[config.mk]
export PLATFORM = sky130hd
export DESIGN_NAME = disk_mode_ctrl
export DESIGN_NICKNAME = d
export VERILOG_FILES = /design/src/rtl/dmr_pkg.sv /design/src/rtl/dmr_switches.sv /design/src/rtl/dmr_mode_reg.sv /design/src/rtl/dmr_cell_timer.sv /design/src/rtl/disk_mode_ctrl.sv
export SDC_FILE = /design/constraint.sdc
export NUM_CORES = 1
export LEC_CHECK = 0
export ABC_AREA = 1
export BUFFER_PORTS_ARGS = -buffer_cell sky130_fd_sc_hd__buf_2
export CAP_MARGIN = 10
export CORE_UTILIZATION = 51
export DETAILED_ROUTE_END_ITERATION = 10
export HOLD_SLACK_MARGIN = 0.05
export PLACE_DENSITY = 0.78
export SYNTH_ARGS = -nofsm -noshare
export SYNTH_HDL_FRONTEND = slang
export SYNTH_SLANG_ARGS = --single-unit
[constraint.sdc]
create_clock -name clk -period 2.9 [get_ports clk]
set_input_delay 0.145 -clock clk [delete_from_list [all_inputs] [get_ports clk]]
set_output_delay 0.145 -clock clk [all_outputs]
set_load 0.1 [all_outputs]
[src/rtl/dmr_pkg.sv]
package dmr_pkg;
  // switch indices on acc_addr[3:1]
  localparam int SW_MOTOR = 4;
  localparam int SW_SHIFT = 6;
  localparam int SW_RDWR  = 7;
  localparam int NUM_SW   = 3;
  // positions inside the switch vector
  localparam int V_MOTOR = 0;
  localparam int V_SHIFT = 1;
  localparam int V_RDWR  = 2;
  // mode bit positions
  localparam int MB_LATCH   = 0;
  localparam int MB_ASYNC   = 1;
  localparam int MB_NODELAY = 2;
  localparam int MB_FAST    = 3;
endpackage

[src/rtl/dmr_switches.sv]
module dmr_switches
  import dmr_pkg::*;
#(
  parameter int ADDR_W = 4
) (
  input  logic              clk,
  input  logic              rst,
  input  logic              acc_valid,
  input  logic [ADDR_W-1:0] acc_addr,
  output logic [NUM_SW-1:0] sw_q,
  output logic [NUM_SW-1:0] sw_nxt
);
  localparam int SEL_W = ADDR_W - 1;
  localparam int IDX [NUM_SW] = '{SW_MOTOR, SW_SHIFT, SW_RDWR};

  logic [SEL_W-1:0] sel;
  assign sel = acc_addr[ADDR_W-1:1];

  for (genvar g = 0; g < NUM_SW; g++) begin : g_sw
    always_comb begin
      if (acc_valid && sel == SEL_W'(IDX[g])) sw_nxt[g] = acc_addr[0];
      else                                    sw_nxt[g] = sw_q[g];
    end
    always_ff @(posedge clk) begin
      if (rst) sw_q[g] <= 1'b0;
      else     sw_q[g] <= sw_nxt[g];
    end
  end
endmodule

[src/rtl/dmr_mode_reg.sv]
module dmr_mode_reg
  import dmr_pkg::*;
#(
  parameter int DATA_W = 8,
  parameter int MODE_W = 5
) (
  input  logic              clk,
  input  logic              rst,
  input  logic              acc_valid,
  input  logic              acc_write,
  input  logic [DATA_W-1:0] wdata,
  input  logic [NUM_SW-1:0] sw_nxt,
  output logic [MODE_W-1:0] mode_q,
  output logic [DATA_W-1:0] rdata_q
);
  localparam int PAD_W = DATA_W - MODE_W - 1;

  logic mode_sel, status_sel;
  assign mode_sel   = sw_nxt[V_SHIFT] && sw_nxt[V_RDWR] && !sw_nxt[V_MOTOR];
  assign status_sel = sw_nxt[V_SHIFT] && !sw_nxt[V_RDWR];

  logic [DATA_W-1:0] status_byte;
  assign status_byte = {{PAD_W{1'b0}}, sw_nxt[V_MOTOR], mode_q};

  always_ff @(posedge clk) begin
    if (rst) begin
      mode_q  <= '0;
      rdata_q <= '0;
    end else if (acc_valid) begin
      if (acc_write) begin
        if (mode_sel) mode_q <= wdata[MODE_W-1:0];
      end else begin
        rdata_q <= status_sel ? status_byte : '0;
      end
    end
  end
endmodule

[src/rtl/dmr_cell_timer.sv]
module dmr_cell_timer #(
  parameter int SLOW_DIV = 28,
  parameter int FAST_DIV = 14
) (
  input  logic clk,
  input  logic rst,
  input  logic fast,
  output logic strobe
);
  localparam int MAX_DIV = (SLOW_DIV > FAST_DIV) ? SLOW_DIV : FAST_DIV;
  localparam int CNT_W   = $clog2(MAX_DIV);

  logic [CNT_W-1:0] cnt;
  logic [CNT_W-1:0] last;
  logic             fast_d;

  assign last = fast ? CNT_W'(FAST_DIV - 1) : CNT_W'(SLOW_DIV - 1);

  always_ff @(posedge clk) begin
    if (rst) begin
      cnt    <= '0;
      fast_d <= 1'b0;
      strobe <= 1'b0;
    end else begin
      fast_d <= fast;
      if (fast != fast_d) begin
        cnt    <= '0;
        strobe <= 1'b0;
      end else if (cnt == last) begin
        cnt    <= '0;
        strobe <= 1'b1;
      end else begin
        cnt    <= cnt + 1'b1;
        strobe <= 1'b0;
      end
    end
  end
endmodule

[src/rtl/disk_mode_ctrl.sv]
module disk_mode_ctrl
  import dmr_pkg::*;
#(
  parameter int ADDR_W   = 4,
  parameter int DATA_W   = 8,
  parameter int MODE_W   = 5,
  parameter int SLOW_DIV = 28,
  parameter int FAST_DIV = 14
) (
  input  logic              clk,
  input  logic              rst,
  input  logic              acc_valid,
  input  logic              acc_write,
  input  logic [ADDR_W-1:0] acc_addr,
  input  logic [DATA_W-1:0] wdata,
  output logic [DATA_W-1:0] rdata,
  output logic [MODE_W-1:0] mode_bits,
  output logic              motor_on,
  output logic              shift_load,
  output logic              read_write,
  output logic              latch_mode,
  output logic              async_mode,
  output logic              motor_delay_off,
  output logic              fast_cell,
  output logic              cell_strobe
);
  logic [NUM_SW-1:0] sw_q, sw_nxt;
  logic [MODE_W-1:0] mode_q;

  dmr_switches #(.ADDR_W(ADDR_W)) u_sw (
    .clk(clk), .rst(rst), .acc_valid(acc_valid), .acc_addr(acc_addr),
    .sw_q(sw_q), .sw_nxt(sw_nxt)
  );

  dmr_mode_reg #(.DATA_W(DATA_W), .MODE_W(MODE_W)) u_mode (
    .clk(clk), .rst(rst), .acc_valid(acc_valid), .acc_write(acc_write),
    .wdata(wdata), .sw_nxt(sw_nxt), .mode_q(mode_q), .rdata_q(rdata)
  );

  dmr_cell_timer #(.SLOW_DIV(SLOW_DIV), .FAST_DIV(FAST_DIV)) u_timer (
    .clk(clk), .rst(rst), .fast(mode_q[MB_FAST]), .strobe(cell_strobe)
  );

  assign mode_bits       = mode_q;
  assign motor_on        = sw_q[V_MOTOR];
  assign shift_load      = sw_q[V_SHIFT];
  assign read_write      = sw_q[V_RDWR];
  assign latch_mode      = mode_q[MB_LATCH];
  assign async_mode      = mode_q[MB_ASYNC];
  assign motor_delay_off = mode_q[MB_NODELAY];
  assign fast_cell       = mode_q[MB_FAST];
endmodule

After elaboration in Yosys (flattened, before gate mapping)

Index checks and enable logic that the tools add are counted.

Register bits: 23
Input port bits: 16
Output and inout port bits: 21
Word-level logic and storage cells: 33

Add/sub/neg operators: 1
Equality and inequality tests: 5
Multiplexer cells: 6
Bitwise logic cells: 1
Reduce and logical (&&, ||, !) cells: 12

Operator list:

| operator                                    | number |
|---|---|
| equality test 3 bit, second input constant  | 3 |
| logical AND 1 bit                           | 6 |
| 2-to-1 mux 6 bit                            | 1 |
| adder 5 x 1 -> 5 bit, second input constant | 1 |
| equality test 5 bit                         | 1 |
| 2-to-1 mux 5 bit                            | 1 |
| 2-to-1 mux 1 bit                            | 4 |
| AND reduction 3 bit                         | 1 |
| OR reduction 3 bit                          | 1 |
| logical NOT 1 bit                           | 2 |
| AND reduction 2 bit                         | 1 |
| OR reduction 2 bit                          | 1 |
| inequality test 1 bit                       | 1 |
| NOT 1 bit                                   | 1 |

Depth between registers and ports, before layout

Depth in word-level cells: 6
Mapped depth: 9
Depth with buffers taken out: 9

Modules after synthesis

From an unflattened synthesis, not the netlist that was laid out.

Cells, all modules: 158
Area, all modules: 1074.8 µm²

By module, submodules not included:

| module         | times used | cells an instance | area each (µm²) | seq. area each (µm²) |
|---|---|---|---|---|
| dmr_mode_reg   | 1          | 84                | 540.5           | 220.2 |
| dmr_cell_timer | 1          | 40                | 326.6           | 140.1 |
| dmr_switches   | 1          | 30                | 177.7           | 60.1 |
| disk_mode_ctrl | 1          | 4                 | 30.0            | 0.0 |

Worst setup path before layout

OpenSTA, ideal clock, no wires.

Path kind: reg-to-reg
Start: register u_mode.mode_q[3]
End: register u_timer.cnt[2]
Library setup time: 0.116 ns
Arrival time: 1.739 ns
Required time: 2.784 ns
Path slack: 1.045 ns
Cell stages (with the launch flop): 7
Buffers on the path: 0
Period minus slack after synthesis: 1.855 ns
Cells stage by stage: dfxtp_1 > inv_1 > or2_2 > nand3_1 > inv_1 > nand2_1 > nor2_1

Word-level cells in the longest chain between the ends: 3
Elaborated cells between the ends (all ways): 4

RTL lines:

| what                           | RTL line             | source |
|---|---|---|
| start, declared                | dmr_mode_reg.sv:13   | `output logic [MODE_W-1:0] mode_q,` |
| start signal, assigned         | dmr_mode_reg.sv:31   | `if (mode_sel) mode_q <= wdata[MODE_W-1:0];` |
| 2-to-1 mux 5 bit               | dmr_cell_timer.sv:17 | `assign last = fast ? CNT_W'(FAST_DIV - 1) : CNT_W'(SLOW_DIV - 1);` |
| equality test 5 bit            | dmr_cell_timer.sv:29 | `end else if (cnt == last) begin` |
| OR reduction 3 bit (no line) * | n/a                  |  |
| end signal, assigned           | dmr_cell_timer.sv:33 | `cnt <= cnt + 1'b1;` |
| end, declared                  | dmr_cell_timer.sv:13 | `logic [CNT_W-1:0] cnt;` |

Every way passes the cells marked *; elsewhere a longest branch is shown, timed or not.
A chain may end at the register's enable or synchronous reset.

Worst setup path in the final report

Start: register u_mode.mode_q[3]
End: output port mode_bits[3]

RTL lines:

| what          | RTL line             | source |
|---|---|---|
| end, declared | disk_mode_ctrl.sv:17 | `output logic [MODE_W-1:0] mode_bits,` |

No word-level cell between the ends.

==> metrics.cfg <==
[clocking]
cts-buffers-inserted = 3
htreeDepth = 1
hold_buffers = 0
clk_latency_ns = 0.30
clkSinkCount = 21
cts_tree = built
clkTransAtPathRegs_ns = 0.11
ctsResizeCount = 0
clk_path_buf_depth = 2
cts-root-buf = clkbuf_4
cts_setup_buffers = 0

[die]
placementRows = 15
die_w_um = 46.4
core_um2 = 1780
start_util_pct = 56.5
die_h_um = 46.4
dieArea_um2 = 2160
io_pins = 37

[worst_setup_path]
critical-path-slowest-cell = buf_2
setup.worst_path.end_class = output port
path_buf_inv = 1
worstSetupPathType = flop to output port
r2r_start = u_mode.mode_q[3]
critPathRequiredTime_ns = 2.76
r2r-end = u_timer.cnt[4]
cpPeakStageDelay_ns = 0.48
reg2reg_depth = 6
startpoint = u_mode.mode_q[3]
cp_max_fo = 7
worstPathCellList = buf_2
path_delay_family = buffers and inverters
r2r_slack_ns = 1.64
crit_path_start_kind = flop
arrival_ns = 1.25

[global_route]
grt-ovfl-total = 0
antenna_found_initial = 0
grt_max_degree = 13
grt_usage_pct = 19.6
grt_pass1_vias = 758
grt_pass1_wl_um = 3090

[timing]
fin_crit_ns = 1.39
fin_tns_setup_ns = 0
worst_pin_slew_ns = 0.690
fin_skew_ns = 0.0129
slew_violations = 0
grt_setup_unrepaired = false
max_freq_mhz = 718
post-route-period-util_pct = 48.0
final_hold_viol_count = 0
relSlewSlack_pct = 53.8
finalSetupViolCount = 0

[yosys]
synth_most_common_cell = nand2_1
ys_types = 25
syn_inst = 135
yosys-top-cells-area = dfxtp_1 (42%), nand2_1 (8.2%), nor2_1 (7.8%), nand3_1 (5.5%), inv_1 (5.2%)
ys.flop_type = dfxtp_1
async_flop_share_pct = 0
synth_area_um2 = 1010
syn-mean-instance-area_um2 = 7.46
yosys.area.top_type = dfxtp_1
synth-edff-count = 0
ys_seq_area_share_pct = 41.7
ys_warn_count = 0
synth_commonest_cells = nand2_1 (22), dfxtp_1 (21), nor2_1 (21)
synth_top_area_share_pct = 41.7
synth-seq-cells = 21

[routing]
vias_per_cell = 4.77
ant_nets = 0
drt_iter0_drc = 12
route.detailed.drc = 0
wl_um = 1960
drtPass1Iterations = 4
via_count = 896
wire_per_inst_um = 10.4

[run_status]
status = complete, no violations

[min_path]
hold_class = primary input to flop
min_delay_worst_endpoint = u_sw.sw_q[0]
whs_path_depth = 2
hp-start = rst

[pwr]
power.density_nw_per_um2 = 483
power.leakage_nw = 0.585
ir_worst_vdd_v = 0.000263
total_power_mw = 0.566

[cells_and_area]
stdcell_count = 188
final_nets = 181
area_growth_pct = 16.3
drive_gt1_share_pct = 31.3
antenna-diode-count = 0

[place]
routabilityCongestion = 0.782
dp_hpwl_um = 1510
io_buffers = 31
placed_cells = 184

[run]
max_cap_viol_count = 0

logic make-up (layout without fill, tap and decap cells):
logic type | Yosys count | count (layout) | share of synthesized area, %
AND/OR/NAND/NOR | 69 | 69 | 33.8
buffers and inverters | 23 | 50 | 10.9
flip-flops | 21 | 21 | 41.7
XOR/XNOR | 3 | 3 | 2.61
adder cells (fa/ha/maj) | 1 | 1 | 1.24
AO/OA/AOI/OAI | 17 | 17 | 9.32
other | 1 | 2 | 0.372
sequential cells by signal (all words and copies together) (netlist names):
register	flops
u_mode.mode_q	5
u_mode.rdata_q	6
u_sw.sw_q	3
u_timer.cnt	5
u_timer.fast_d	1
u_timer.strobe	1
cell type report:
cell class / count / area, µm²
multi-input cells: 92 / 480
clock inverters: 1 / 5.00
inverters: 15 / 56.3
repair buffers: 31 / 155
fillers: 165 / 612
well taps: 25 / 31.3
clock buffers: 3 / 22.5
flip-flops and latches: 21 / 420
per-layer routing:
metal	track usage, %	up-vias	wire length [µm]
met2	35.3	22	954
met4	1.76	0	0
met1	24.9	401	936
met5	0	-	0
met3	3.53	0	70
li1	-	473	-
report_power, final:
| group | internal, mW | leakage (nW) | switching, mW |
|---|---|---|---|
| Combinational | 0.0250 | 0.397 | 0.0931 |
| Sequential | 0.298 | 0.171 | 0.00710 |
| Clock | 0.0514 | 0.0177 | 0.0904 |
| Total | 0.375 | 0.585 | 0.191 |
how the worst max path moves through the flow:
stage | cells past startpoint | slack, ns | end
finish | 1 | 1.51 | mode_bits[3]
global route | 1 | 1.45 | fast_cell
CTS | 1 | 1.50 | mode_bits[3]
detailed placement | 6 | 1.63 | u_timer.cnt[4]
global placement | 6 | 1.68 | u_timer.cnt[0]
floorplan | 6 | 1.05 | u_timer.cnt[2]
cell usage in the layout (no fill, tap or decap), drive strengths merged, types with 2 or more instances in the layout:
cell    count
nor2       27
clkbuf      3
buf        31
inv        15
xor2        2
o21ai       8
conb        2
nand2      28
nand3      11
a21oi       7
dfxtp      21
worst reg2reg max path, cell delays in order, from the launching register on:
cell and delay, ns:
dfxtp_1 0.47, inv_1 0.10, or2_2 0.28, nand3_1 0.09
inv_1 0.05, nand2_1 0.14, nor2_1 0.06
per-stage QoR:
stage / hold slack (ns) / area, µm² / setup slack [ns] / util (%)
after floorplan: 0.214 / 1010 / 1.05 / -
after global routing: 0.0565 / 1170 / 1.45 / 65.7
final: 0.0688 / 1170 / 1.51 / 65.7
after CTS: 0.0652 / 1170 / 1.50 / 65.7
after detailed placement: 0.382 / 1140 / 1.63 / 64.1
after global placement: 0.382 / 1140 / 1.68 / 64.1
Power figures use the tool's default switching activity.
